`config.mk`:
```
export PLATFORM = sky130hd
export DESIGN_NAME = sirq_collector
export DESIGN_NICKNAME = d
export VERILOG_FILES = /design/src/rtl/sirq_pkg.sv /design/src/rtl/sirq_edge_qual.sv /design/src/rtl/sirq_status.sv /design/src/rtl/sirq_host_regs.sv /design/src/rtl/sirq_irq_out.sv /design/src/rtl/sirq_collector.sv
export SDC_FILE = /design/constraint.sdc
export NUM_CORES = 1
export LEC_CHECK = 0
export BUFFER_PORTS_ARGS = -buffer_cell sky130_fd_sc_hd__buf_2
export CAP_MARGIN = 25
export CORE_MARGIN = 2
export CORE_UTILIZATION = 55
export CTS_CLUSTER_SIZE = 40
export DETAILED_ROUTE_END_ITERATION = 10
export GPL_TIMING_DRIVEN = 0
export PLACE_DENSITY = 0.92
export SYNTH_ARGS = -nofsm -noshare
export SYNTH_HDL_FRONTEND = slang
export SYNTH_SLANG_ARGS = --single-unit
```
`constraint.sdc`:
```
create_clock -name clk -period 3.54 [get_ports clk]
set_clock_uncertainty 0.15 [all_clocks]
set_input_delay 0.531 -clock clk [delete_from_list [all_inputs] [get_ports clk]]
set_output_delay 0.531 -clock clk [all_outputs]
set_load 0.05 [all_outputs]
```
`src/rtl/sirq_pkg.sv`:
```
// Package: shared constants, trigger-mode encoding and the source-to-class map
// for the sticky interrupt status collector.
package sirq_pkg;

    typedef enum logic [1:0] {
        TRIG_RISE  = 2'b00,
        TRIG_FALL  = 2'b01,
        TRIG_BOTH  = 2'b10,
        TRIG_LEVEL = 2'b11
    } trig_mode_e;

    localparam logic [1:0] ADDR_STATUS = 2'd0;
    localparam logic [1:0] ADDR_MASK   = 2'd1;
    localparam logic [1:0] ADDR_MODE   = 2'd2;

    // Sources past the last class all share the last class (the DAC pair).
    function automatic int src_class(input int src, input int num_class);
        return (src >= num_class - 1) ? num_class - 1 : src;
    endfunction

endpackage

```
`src/rtl/sirq_edge_qual.sv`:
```
// Module: sirq_edge_qual
// Turns each live source condition into a one-cycle "set" request, according
// to the 2-bit trigger mode of the source's class. It also flags the sources
// whose class is in level mode.
// Assumes: the conditions are synchronous to clk, and the previous condition
// value resets to 0, so a condition already high at reset release counts as
// a rising edge.
module sirq_edge_qual #(
    parameter int NUM_SRC   = 5,
    parameter int NUM_CLASS = 4,
    localparam int MODE_W   = 2 * NUM_CLASS
) (
    input  logic               clk,
    input  logic               rst_n,
    input  logic [NUM_SRC-1:0] cond_i,
    input  logic [MODE_W-1:0]  mode_i,
    output logic [NUM_SRC-1:0] set_o,
    output logic [NUM_SRC-1:0] level_o
);
    import sirq_pkg::*;

    logic [NUM_SRC-1:0] cond_q;

    // Remember the previous condition value for edge detection.
    always_ff @(posedge clk) begin
        if (!rst_n) cond_q <= '0;
        else        cond_q <= cond_i;
    end

    for (genvar s = 0; s < NUM_SRC; s++) begin : g_src
        localparam int CLS = src_class(s, NUM_CLASS);
        trig_mode_e mode;
        logic       rise;
        logic       fall;

        assign mode = trig_mode_e'(mode_i[2*CLS +: 2]);
        assign rise = cond_i[s] & ~cond_q[s];
        assign fall = ~cond_i[s] & cond_q[s];

        // Select which change (or level) of the condition is an event.
        always_comb begin
            unique case (mode)
                TRIG_RISE:  set_o[s] = rise;
                TRIG_FALL:  set_o[s] = fall;
                TRIG_BOTH:  set_o[s] = rise | fall;
                TRIG_LEVEL: set_o[s] = cond_i[s];
                default:    set_o[s] = 1'b0;
            endcase
        end

        assign level_o[s] = (mode == TRIG_LEVEL);

        // in falling-edge mode an event only comes after the condition was high.
        p_fall_needs_prior_high_r5: assert property (@(posedge clk) disable iff (!rst_n)
            (mode == TRIG_FALL && set_o[s]) |-> (!cond_i[s] && cond_q[s]));
    end

endmodule

```
`src/rtl/sirq_status.sv`:
```
// Module: sirq_status
// Holds the sticky status bits. A set request latches its bit, and a
// clearing read drops the bits. A set request in the same cycle as the
// clear wins, so no event is lost.
// Assumes: clr_i is a one-cycle strobe that comes from a status-register read.
module sirq_status #(
    parameter int NUM_SRC = 5
) (
    input  logic               clk,
    input  logic               rst_n,
    input  logic [NUM_SRC-1:0] set_i,
    input  logic               clr_i,
    output logic [NUM_SRC-1:0] status_o
);
    logic [NUM_SRC-1:0] status_q;

    // Latch events, clear on read, and give events priority over the clear.
    always_ff @(posedge clk) begin
        if (!rst_n)     status_q <= '0;
        else if (clr_i) status_q <= set_i;
        else            status_q <= status_q | set_i;
    end

    assign status_o = status_q;

    // without a clear, a set bit stays set.
    p_sticky_r2: assert property (@(posedge clk) disable iff (!rst_n)
        !clr_i |=> ((status_q & $past(status_q)) == $past(status_q)));

    // an event is never lost, even when it collides with a clear.
    p_event_kept_r3: assert property (@(posedge clk) disable iff (!rst_n)
        (set_i != '0) |=> ((status_q & $past(set_i)) == $past(set_i)));

    // a clear with no event leaves every bit at zero.
    p_clear_on_read_r3: assert property (@(posedge clk) disable iff (!rst_n)
        (clr_i && set_i == '0) |=> (status_q == '0));

endmodule

```
`src/rtl/sirq_host_regs.sv`:
```
// Module: sirq_host_regs
// Holds the mask and mode registers written by the host, builds the
// registered read data, and raises the status clear strobe on a read of
// the status address.
// Assumes: DATA_W is wide enough for both NUM_SRC mask bits and the mode bits.
module sirq_host_regs #(
    parameter int NUM_SRC   = 5,
    parameter int NUM_CLASS = 4,
    parameter int ADDR_W    = 2,
    parameter int DATA_W    = 8,
    localparam int MODE_W   = 2 * NUM_CLASS
) (
    input  logic               clk,
    input  logic               rst_n,
    input  logic               wr_en_i,
    input  logic [ADDR_W-1:0]  wr_addr_i,
    input  logic [DATA_W-1:0]  wr_data_i,
    input  logic               rd_en_i,
    input  logic [ADDR_W-1:0]  rd_addr_i,
    input  logic [NUM_SRC-1:0] status_i,
    output logic [NUM_SRC-1:0] mask_o,
    output logic [MODE_W-1:0]  mode_o,
    output logic [DATA_W-1:0]  rd_data_o,
    output logic               clr_o
);
    import sirq_pkg::*;

    logic [NUM_SRC-1:0] mask_q;
    logic [MODE_W-1:0]  mode_q;
    logic [DATA_W-1:0]  rd_data_q;
    logic [DATA_W-1:0]  rd_mux;

    // Host writes update the mask and mode; the status address is not writable.
    always_ff @(posedge clk) begin
        if (!rst_n) begin
            mask_q <= '1;
            mode_q <= '0;
        end else if (wr_en_i) begin
            if (wr_addr_i == ADDR_W'(ADDR_MASK)) mask_q <= wr_data_i[NUM_SRC-1:0];
            if (wr_addr_i == ADDR_W'(ADDR_MODE)) mode_q <= wr_data_i[MODE_W-1:0];
        end
    end

    // Choose the register value that the read address selects.
    always_comb begin
        unique case (rd_addr_i)
            ADDR_W'(ADDR_STATUS): rd_mux = DATA_W'(status_i);
            ADDR_W'(ADDR_MASK):   rd_mux = DATA_W'(mask_q);
            ADDR_W'(ADDR_MODE):   rd_mux = DATA_W'(mode_q);
            default:              rd_mux = '0;
        endcase
    end

    // Register the read data one cycle after the strobe.
    always_ff @(posedge clk) begin
        if (!rst_n)       rd_data_q <= '0;
        else if (rd_en_i) rd_data_q <= rd_mux;
    end

    assign clr_o     = rd_en_i && (rd_addr_i == ADDR_W'(ADDR_STATUS));
    assign mask_o    = mask_q;
    assign mode_o    = mode_q;
    assign rd_data_o = rd_data_q;

    // a write to the status address changes neither mask nor mode.
    p_status_wr_ignored_r11: assert property (@(posedge clk) disable iff (!rst_n)
        (wr_en_i && wr_addr_i == ADDR_W'(ADDR_STATUS)) |=> ($stable(mask_q) && $stable(mode_q)));

    // the cycle reset is released, every source is still masked.
    p_mask_reset_r10: assert property (@(posedge clk)
        $rose(rst_n) |-> (mask_q == '1));

endmodule

```
`src/rtl/sirq_irq_out.sv`:
```
// Module: sirq_irq_out
// Combines the sources into the registered active-low interrupt. A source
// in level mode contributes its live condition; any other source contributes
// its latched status bit. A set mask bit removes the source.
// Assumes: the inputs are synchronous to clk.
module sirq_irq_out #(
    parameter int NUM_SRC = 5
) (
    input  logic               clk,
    input  logic               rst_n,
    input  logic [NUM_SRC-1:0] status_i,
    input  logic [NUM_SRC-1:0] cond_i,
    input  logic [NUM_SRC-1:0] level_i,
    input  logic [NUM_SRC-1:0] mask_i,
    output logic               irq_n_o
);
    logic [NUM_SRC-1:0] contrib;
    logic               irq_n_q;

    // Pick the live condition or the latched bit for each source, then mask it.
    always_comb begin
        for (int s = 0; s < NUM_SRC; s++) begin
            contrib[s] = ~mask_i[s] & (level_i[s] ? cond_i[s] : status_i[s]);
        end
    end

    // Register the active-low OR of every contribution.
    always_ff @(posedge clk) begin
        if (!rst_n) irq_n_q <= 1'b1;
        else        irq_n_q <= ~|contrib;
    end

    assign irq_n_o = irq_n_q;

    // with every source masked, the interrupt stays inactive.
    p_all_masked_quiet_r8: assert property (@(posedge clk) disable iff (!rst_n)
        (mask_i == '1) |=> irq_n_q);

    // an unmasked latched status bit outside level mode pulls irq low next cycle.
    p_unmasked_status_irq_r9: assert property (@(posedge clk) disable iff (!rst_n)
        ((status_i & ~mask_i & ~level_i) != '0) |=> !irq_n_q);

    // an unmasked level-mode condition pulls irq low next cycle.
    p_level_live_irq_r7: assert property (@(posedge clk) disable iff (!rst_n)
        ((cond_i & ~mask_i & level_i) != '0) |=> !irq_n_q);

endmodule

```
`src/rtl/sirq_collector.sv`:
```
// Module: sirq_collector (top)
// Sticky interrupt status collector. It qualifies source conditions by
// trigger mode, latches them into clear-on-read status bits, drives a
// masked active-low interrupt, and passes the live ADC overflow level out.
// Assumes: source bit 0 is the ADC overflow condition, and all inputs are
// synchronous to clk.
module sirq_collector #(
    parameter int NUM_SRC   = 5,
    parameter int NUM_CLASS = 4,
    parameter int ADDR_W    = 2,
    parameter int DATA_W    = 8,
    parameter int OVFL_IDX  = 0
) (
    input  logic               clk,
    input  logic               rst_n,
    input  logic [NUM_SRC-1:0] src_cond_i,
    input  logic               wr_en_i,
    input  logic [ADDR_W-1:0]  wr_addr_i,
    input  logic [DATA_W-1:0]  wr_data_i,
    input  logic               rd_en_i,
    input  logic [ADDR_W-1:0]  rd_addr_i,
    output logic [DATA_W-1:0]  rd_data_o,
    output logic               irq_n_o,
    output logic               ovfl_live_o
);
    localparam int MODE_W = 2 * NUM_CLASS;

    logic [NUM_SRC-1:0] set_req;
    logic [NUM_SRC-1:0] level_sel;
    logic [NUM_SRC-1:0] status;
    logic [NUM_SRC-1:0] mask;
    logic [MODE_W-1:0]  mode;
    logic               status_clr;

    sirq_edge_qual #(.NUM_SRC(NUM_SRC), .NUM_CLASS(NUM_CLASS)) u_edge (
        .clk    (clk),
        .rst_n  (rst_n),
        .cond_i (src_cond_i),
        .mode_i (mode),
        .set_o  (set_req),
        .level_o(level_sel)
    );

    sirq_status #(.NUM_SRC(NUM_SRC)) u_status (
        .clk     (clk),
        .rst_n   (rst_n),
        .set_i   (set_req),
        .clr_i   (status_clr),
        .status_o(status)
    );

    sirq_host_regs #(
        .NUM_SRC  (NUM_SRC),
        .NUM_CLASS(NUM_CLASS),
        .ADDR_W   (ADDR_W),
        .DATA_W   (DATA_W)
    ) u_regs (
        .clk      (clk),
        .rst_n    (rst_n),
        .wr_en_i  (wr_en_i),
        .wr_addr_i(wr_addr_i),
        .wr_data_i(wr_data_i),
        .rd_en_i  (rd_en_i),
        .rd_addr_i(rd_addr_i),
        .status_i (status),
        .mask_o   (mask),
        .mode_o   (mode),
        .rd_data_o(rd_data_o),
        .clr_o    (status_clr)
    );

    sirq_irq_out #(.NUM_SRC(NUM_SRC)) u_irq (
        .clk     (clk),
        .rst_n   (rst_n),
        .status_i(status),
        .cond_i  (src_cond_i),
        .level_i (level_sel),
        .mask_i  (mask),
        .irq_n_o (irq_n_o)
    );

    assign ovfl_live_o = src_cond_i[OVFL_IDX];

endmodule

```
==> results of run 1 <==
==> where the power goes <==
part	switching [W]	internal (W)	leakage [nW]	total (W)
Clock	0.000125	0.000148	0.0422	0.000273
Sequential	0.0000146	0.000378	0.263	0.000393
Combinational	0.0000703	0.0000504	0.615	0.000121
Total	0.000210	0.000576	0.921	0.000786
==> path summary, 6_finish.rpt <==
kind,start,endpoint,slack (ns)
worst max-delay path,src_cond_i[0],ovfl_live_o,1.85
worst min-delay path,wr_data_i[7],u_regs.mode_o[7],0.27
worst max register to register,u_edge.cond_q[0],u_status.status_o[0],2.00
worst min register to register,u_regs.rd_data_o[5],u_regs.rd_data_o[5],0.33
==> registers in the layout, indices dropped and copies added (netlist names) <==
name and cells:
u_regs.mode_o 8, u_regs.rd_data_o 8, u_edge.cond_q 5, u_irq.irq_n_o 1, u_regs.mask_o 5, u_status.status_o 5
==> cell usage in the layout (no fill, tap or decap), drive strengths merged <==
master,n
mux4,5
dfxtp,32
mux2i,22
o31ai,1
nor2,29
bufinv,1
nand2b,3
a211oi,5
clkbuf,9
buf,33
inv,16
nand3b,2
o22ai,2
nor2b,1
nand3,4
a21oi,14
nand2,11
ha,10
clkinv,1
==> worst max-delay path: cells and delay by family <==
kind	cells	cell delay (ns)
buf+inv	3	0.48
==> kinds of logic (layout without fill, tap and decap cells) <==
group	after synthesis	in the layout	share of synthesized area, %
buf+inv	24	60	6.75
flops	32	32	40.2
compound gates	22	22	10.8
simple gates	50	50	13.5
fa+ha+maj	10	10	7.85
mux	27	27	20.9
==> layer usage <==
layer	vias to the layer above	share of wire [%]	global-route usage, %
met5	-	0	0
met4	0	0.81	5.98
met3	2	6.5	7.81
met2	36	47	33.4
met1	595	46	26.1
li1	623	-	-
==> final cells by class <==
cell class	count	share of cell area (%)
tap	31	2.10
timing repair buffer	28	7.58
sequential	32	34.6
inverter	16	3.25
buffer	8	2.57
clock buffer	6	2.23
clock inverter	2	1.89
multi-input combinational	109	45.7
==> stage by stage <==
stage                     power [W]  hold WS (ns)
after floorplan            0.000485         0.316
after detailed placement   0.000521         0.306
final                      0.000786         0.272
after global placement     0.000518         0.311
after CTS                  0.000795         0.258
after global routing       0.000830         0.253
==> impl_metrics.csv, run 1 <==
group,metric,value,unit
placement,place.gp.congestion,0.792,
floorplanning,rows,19,
synthesis,ys_ff_latch,32,
placement,place_hpwl,2270,um
setup_path,cpPeakStageDelay,0.24,ns
power_and_ir_drop,power.density,425,nW/um^2
cts,clk_pin_slew,0.10,ns
synthesis,synthArstFlopShare,0,%
timing,period_needed,1.69,ns
timing,tns,0,ns
cts,clk_path_buf_depth,2,
setup_path,cp-end-kind,"output pin",
setup_path,crit_fanout,5,
timing,setup_ws,1.85,ns
setup_path,worstRegToRegCells,5,
cells_and_area,drive_above_1_share,28.9,%
floorplanning,die_height,57.8,um
cells_and_area,design_area,1850,um^2
timing,finalHoldViolCount,0,
setup_path,worstPathRequired,2.86,ns
cells_and_area,final_cells,232,
synthesis,netlist_area,1590,um^2
floorplanning,die_area,3340,um^2
synthesis,synth-main-ff-cell,"dfxtp_1",
synthesis,synth-edff-count,0,
floorplanning,die_w,57.8,um
placement,numPortBuffers,28,
power_and_ir_drop,ir_worst_vdd,492,uV
synthesis,synth_common_cells,"dfxtp_1, nor2_1, mux2i_1, inv_1",
cells_and_area,nets,231,
cells_and_area,syn2layout_area_growth,16.0,%
run,drv_cap,0,
timing,min_period_over_period,47.8,%
route,drcViolationCount,0,
cts,root_buffer,"clkbuf_4",
grt,grt_pass1_vias,1173,
route,via_per_inst,5.41,
worst_hold_path,min_path_cells,3,
cts,cts_buffers,5,
cts,postCtsHoldBufs,0,
timing,timing.slew.headroom,63.8,%
floorplanning,io_pins,31,
route,first_pass_iters,4,
placement,placed_area,1770,um^2
power_and_ir_drop,leakage,0.921,nW
route,first_iter_violations,30,
outcome,status,"finished clean",
synthesis,syn_inst,165,
synthesis,ys_warn_count,0,
cts,cts_setup_buffers,0,
timing,drv_slew,0,
route,vias,1256,
synthesis,synth.most_common_cell,"dfxtp_1",
cts,worstSkewPairLatency,0.33,ns
floorplanning,start_util,57.8,%
timing,setup_viol,0,
setup_path,start_kind,"input pin",
timing,max_freq,591,MHz
setup_path,worstSetupPathType,"input pin to output pin",
placement,dp_cells,224,
synthesis,netlist_top_cells_area,"dfxtp_1, mux2i_1, ha_1, mux4_2, nor2_1",
cts,cts-resized-gates,0,
route,wl_per_cell,13.2,um
cells_and_area,fillCellCount,235,
cells_and_area,multi_input_area,846,um^2
synthesis,syn_nets,196,
setup_path,cp_common_cell,"buf_2",
synthesis,avgSynthCellArea,9.66,um^2
grt,grt_max_degree,11,
worst_hold_path,min_path_type,"input pin to flip-flop",
grt,grt_pass1_wl,5220,um
setup_path,critPathArrivalTime,1.01,ns
cts,cts_tree,"yes",
timing,worstMarginPinSlew,0.543,ns
setup_path,path_cells,"buf_2 > buf_4 > buf_2",
timing,rsz0062_at_grt,"false",
cts,htree_num_levels,2,
cells_and_area,n_antenna_cell,0,
setup_path,worst_path_max_delay_cell,"buf_2",
synthesis,ys_seq_area_share,40.2,%
grt,antenna_found_initial,0,
placement,dp_slack,1.60,ns
grt,gr-total-overflow,0,
floorplanning,core_area,2760,um^2
synthesis,synth_top_area_cell,"dfxtp_1",
route,ant_nets,0,
grt,track_usage,20.8,%
route,routed_wl,3070,um
cells_and_area,fin_util,67.1,%
synthesis,synth_top_area_share,40.2,%
cells_and_area,seq_area,641,um^2
synthesis,synth.distinct_cells,22,
cts,cts.sinks,32,
Power figures use the tool's default switching activity.
==> run 2: changes to the inputs <==
--- a/config.mk
+++ b/config.mk
@@ -8,11 +8,11 @@
 export BUFFER_PORTS_ARGS = -buffer_cell sky130_fd_sc_hd__buf_2
 export CAP_MARGIN = 25
 export CORE_MARGIN = 2
-export CORE_UTILIZATION = 55
+export CORE_UTILIZATION = 54
 export CTS_CLUSTER_SIZE = 40
 export DETAILED_ROUTE_END_ITERATION = 10
 export GPL_TIMING_DRIVEN = 0
-export PLACE_DENSITY = 0.92
+export PLACE_DENSITY = 0.9
 export SYNTH_ARGS = -nofsm -noshare
 export SYNTH_HDL_FRONTEND = slang
 export SYNTH_SLANG_ARGS = --single-unit
==> constraint.sdc (replaced) <==
create_clock -name clk -period 1.6 [get_ports clk]
set_clock_uncertainty 0.15 [all_clocks]
set_input_delay 0.24 -clock clk [delete_from_list [all_inputs] [get_ports clk]]
set_output_delay 0.24 -clock clk [all_outputs]
set_load 0.05 [all_outputs]
==> run 2 against run 1 <==
Critical path depth up 2. Wire length up 6.4%. First-iteration DRC count down 40%. Critical path type is now input pin to flip-flop. Critical endpoint is now u_regs.mask_o[2].
==> impl_metrics.csv, run 2 (synthesis gave the netlist of run 1 again) <==
group,metric,value,unit
cts,htree_num_levels,2,
power_and_ir_drop,p_seq_share,53.0,%
worst_hold_path,min_path_type,"input pin to flip-flop",
floorplanning,rows,19,
cells_and_area,final_common_cell,"dfxtp_1",
cells_and_area,design_area,1950,um^2
route,routed_wl,3260,um
setup_path,cp-end-kind,"flip-flop",
floorplanning,die_area,3400,um^2
grt,grt_pass1_wl,5710,um
route,wl_per_cell,13.4,um
route,first_pass_iters,4,
route,vias,1281,
setup_path,critPathArrivalTime,1.66,ns
setup_path,worstSetupPathType,"input pin to flip-flop",
cells_and_area,drive_above_1_share,28.8,%
grt,track_usage,22.6,%
grt,grt_max_degree,11,
cells_and_area,fin_util,70.0,%
setup_path,start_kind,"input pin",
timing,whs,0.0278,ns
route,via_per_inst,5.27,
cells_and_area,n_antenna_cell,0,
cells_and_area,fillCellCount,228,
timing,timing.slew.headroom,75.1,%
timing,max_freq,635,MHz
power_and_ir_drop,p_switching,0.000465,W
power_and_ir_drop,power.density,842,nW/um^2
power_and_ir_drop,p_clk_share,29.4,%
grt,antenna_found_initial,0,
placement,dp_slack,-0.0506,ns
timing,drv_slew,0,
floorplanning,core_area,2780,um^2
timing,rsz0062_at_grt,"false",
placement,numPortBuffers,28,
timing,period_needed,1.58,ns
placement,place_hpwl,2320,um
setup_path,crit_fanout,2,
route,first_iter_violations,18,
power_and_ir_drop,swShare,28.4,%
cts,clk_path_buf_depth,2,
cells_and_area,final_cells,243,
outcome,status,"finished clean",
floorplanning,io_pins,31,
placement,place.gp.congestion,0.797,
timing,min_period_over_period,98.5,%
power_and_ir_drop,p_comb_share,17.6,%
timing,worstMarginPinSlew,0.373,ns
power_and_ir_drop,ir_worst_vdd,720,uV
placement,dp_cells,224,
timing,setup_viol,0,
floorplanning,start_util,57.3,%
cells_and_area,syn2layout_area_growth,22.1,%
floorplanning,die_height,58.3,um
power_and_ir_drop,power.internal,0.00117,W
cts,cts.sinks,32,
route,drcViolationCount,0,
cts,worstSkewPairLatency,0.34,ns
grt,gr-total-overflow,0,
cts,root_buffer,"clkbuf_4",
timing,setup_ws,0.0245,ns
cts,cts_tree,"yes",
power_and_ir_drop,leakage,0.963,nW
cts,clk_pin_slew,0.10,ns
cts,cts_setup_buffers,0,
cells_and_area,layout_common_cells,"dfxtp_1, buf_2, nor2_1, mux2i_1, inv_1",
cts,cts_buffers,5,
grt,grt_pass1_vias,1338,
setup_path,worstPathRequired,1.68,ns
floorplanning,die_w,58.3,um
timing,finalHoldViolCount,0,
cells_and_area,nets,242,
run,drv_cap,0,
placement,placed_area,1770,um^2
route,ant_nets,0,
-- run 2: cell count changes in the layout (fill, tap and decap cells not counted) --
cell / before / now
dlygate4sd3_1: 0 / 11
clkbuf_1: 4 / 1
clkbuf_2: 0 / 2
bufinv_16: 1 / 0
clkbuf_8: 0 / 1
clkinv_2: 1 / 2
-- run 2: power groups by stage --
stage	clock network [W]	registers [W]	logic, W
2_1_floorplan	0	0.000915	0.000160
3_3_place_gp	0	0.000885	0.000261
3_5_place_dp	0	0.000887	0.000269
4_1_cts	0.000495	0.000868	0.000291
5_1_grt	0.000535	0.000875	0.000322
6_report	0.000482	0.000868	0.000289
-- run 2: path summary, 6_finish.rpt --
path | startpoint | to | slack (ns) | cells after the start
max | wr_data_i[2] | u_regs.mask_o[2] | 0.02 | 5
min | src_cond_i[4] | u_edge.cond_q[4] | 0.03 | 3
max reg2reg | u_edge.cond_q[0] | u_status.status_o[0] | 0.09 | 5
min reg2reg | u_regs.rd_data_o[5] | u_regs.rd_data_o[5] | 0.33 | 2
-- run 2: per-stage QoR --
step	total power [W]	TNS, ns
2_1_floorplan	0.00107	0
3_3_place_gp	0.00115	-0.0271
3_5_place_dp	0.00116	-0.101
4_1_cts	0.00166	0
5_1_grt	0.00173	0
6_report	0.00164	0
-- run 2: worst max-delay path, stage by stage --
cell,delay [ns]
dlygate4sd3_1,0.55
buf_2,0.14
mux2i_1,0.11
nand2_1,0.06
dlygate4sd3_1,0.56
-- run 2: area by class of cell --
type / instances / area (um^2) / area share (%)
inverter: 16 / 60.1 / 3.08
sequential: 32 / 641 / 32.9
timing repair buffer: 39 / 250 / 12.9
multi-input combinational: 109 / 846 / 43.4
clock buffer: 6 / 51.3 / 2.63
clock inverter: 2 / 10.0 / 0.514
tap: 31 / 38.8 / 1.99
buffer: 8 / 50.0 / 2.57
-- run 2: metal layers --
layer | share of wire, % | up-vias | global-route usage [%]
met5 | 0 | - | 0
met4 | 1.7 | 0 | 7.97
met1 | 45 | 589 | 24.9
met2 | 48 | 37 | 40.4
li1 | - | 648 | -
met3 | 5.2 | 7 | 7.25
-- run 2: timing repair --
item | 4_1_cts | 5_1_grt
hold buffers | 13 | 0
endpoints found under the hold margin | 10 | 0
setup endpoints to repair | 0 | 21
resized for setup | 0 | 4
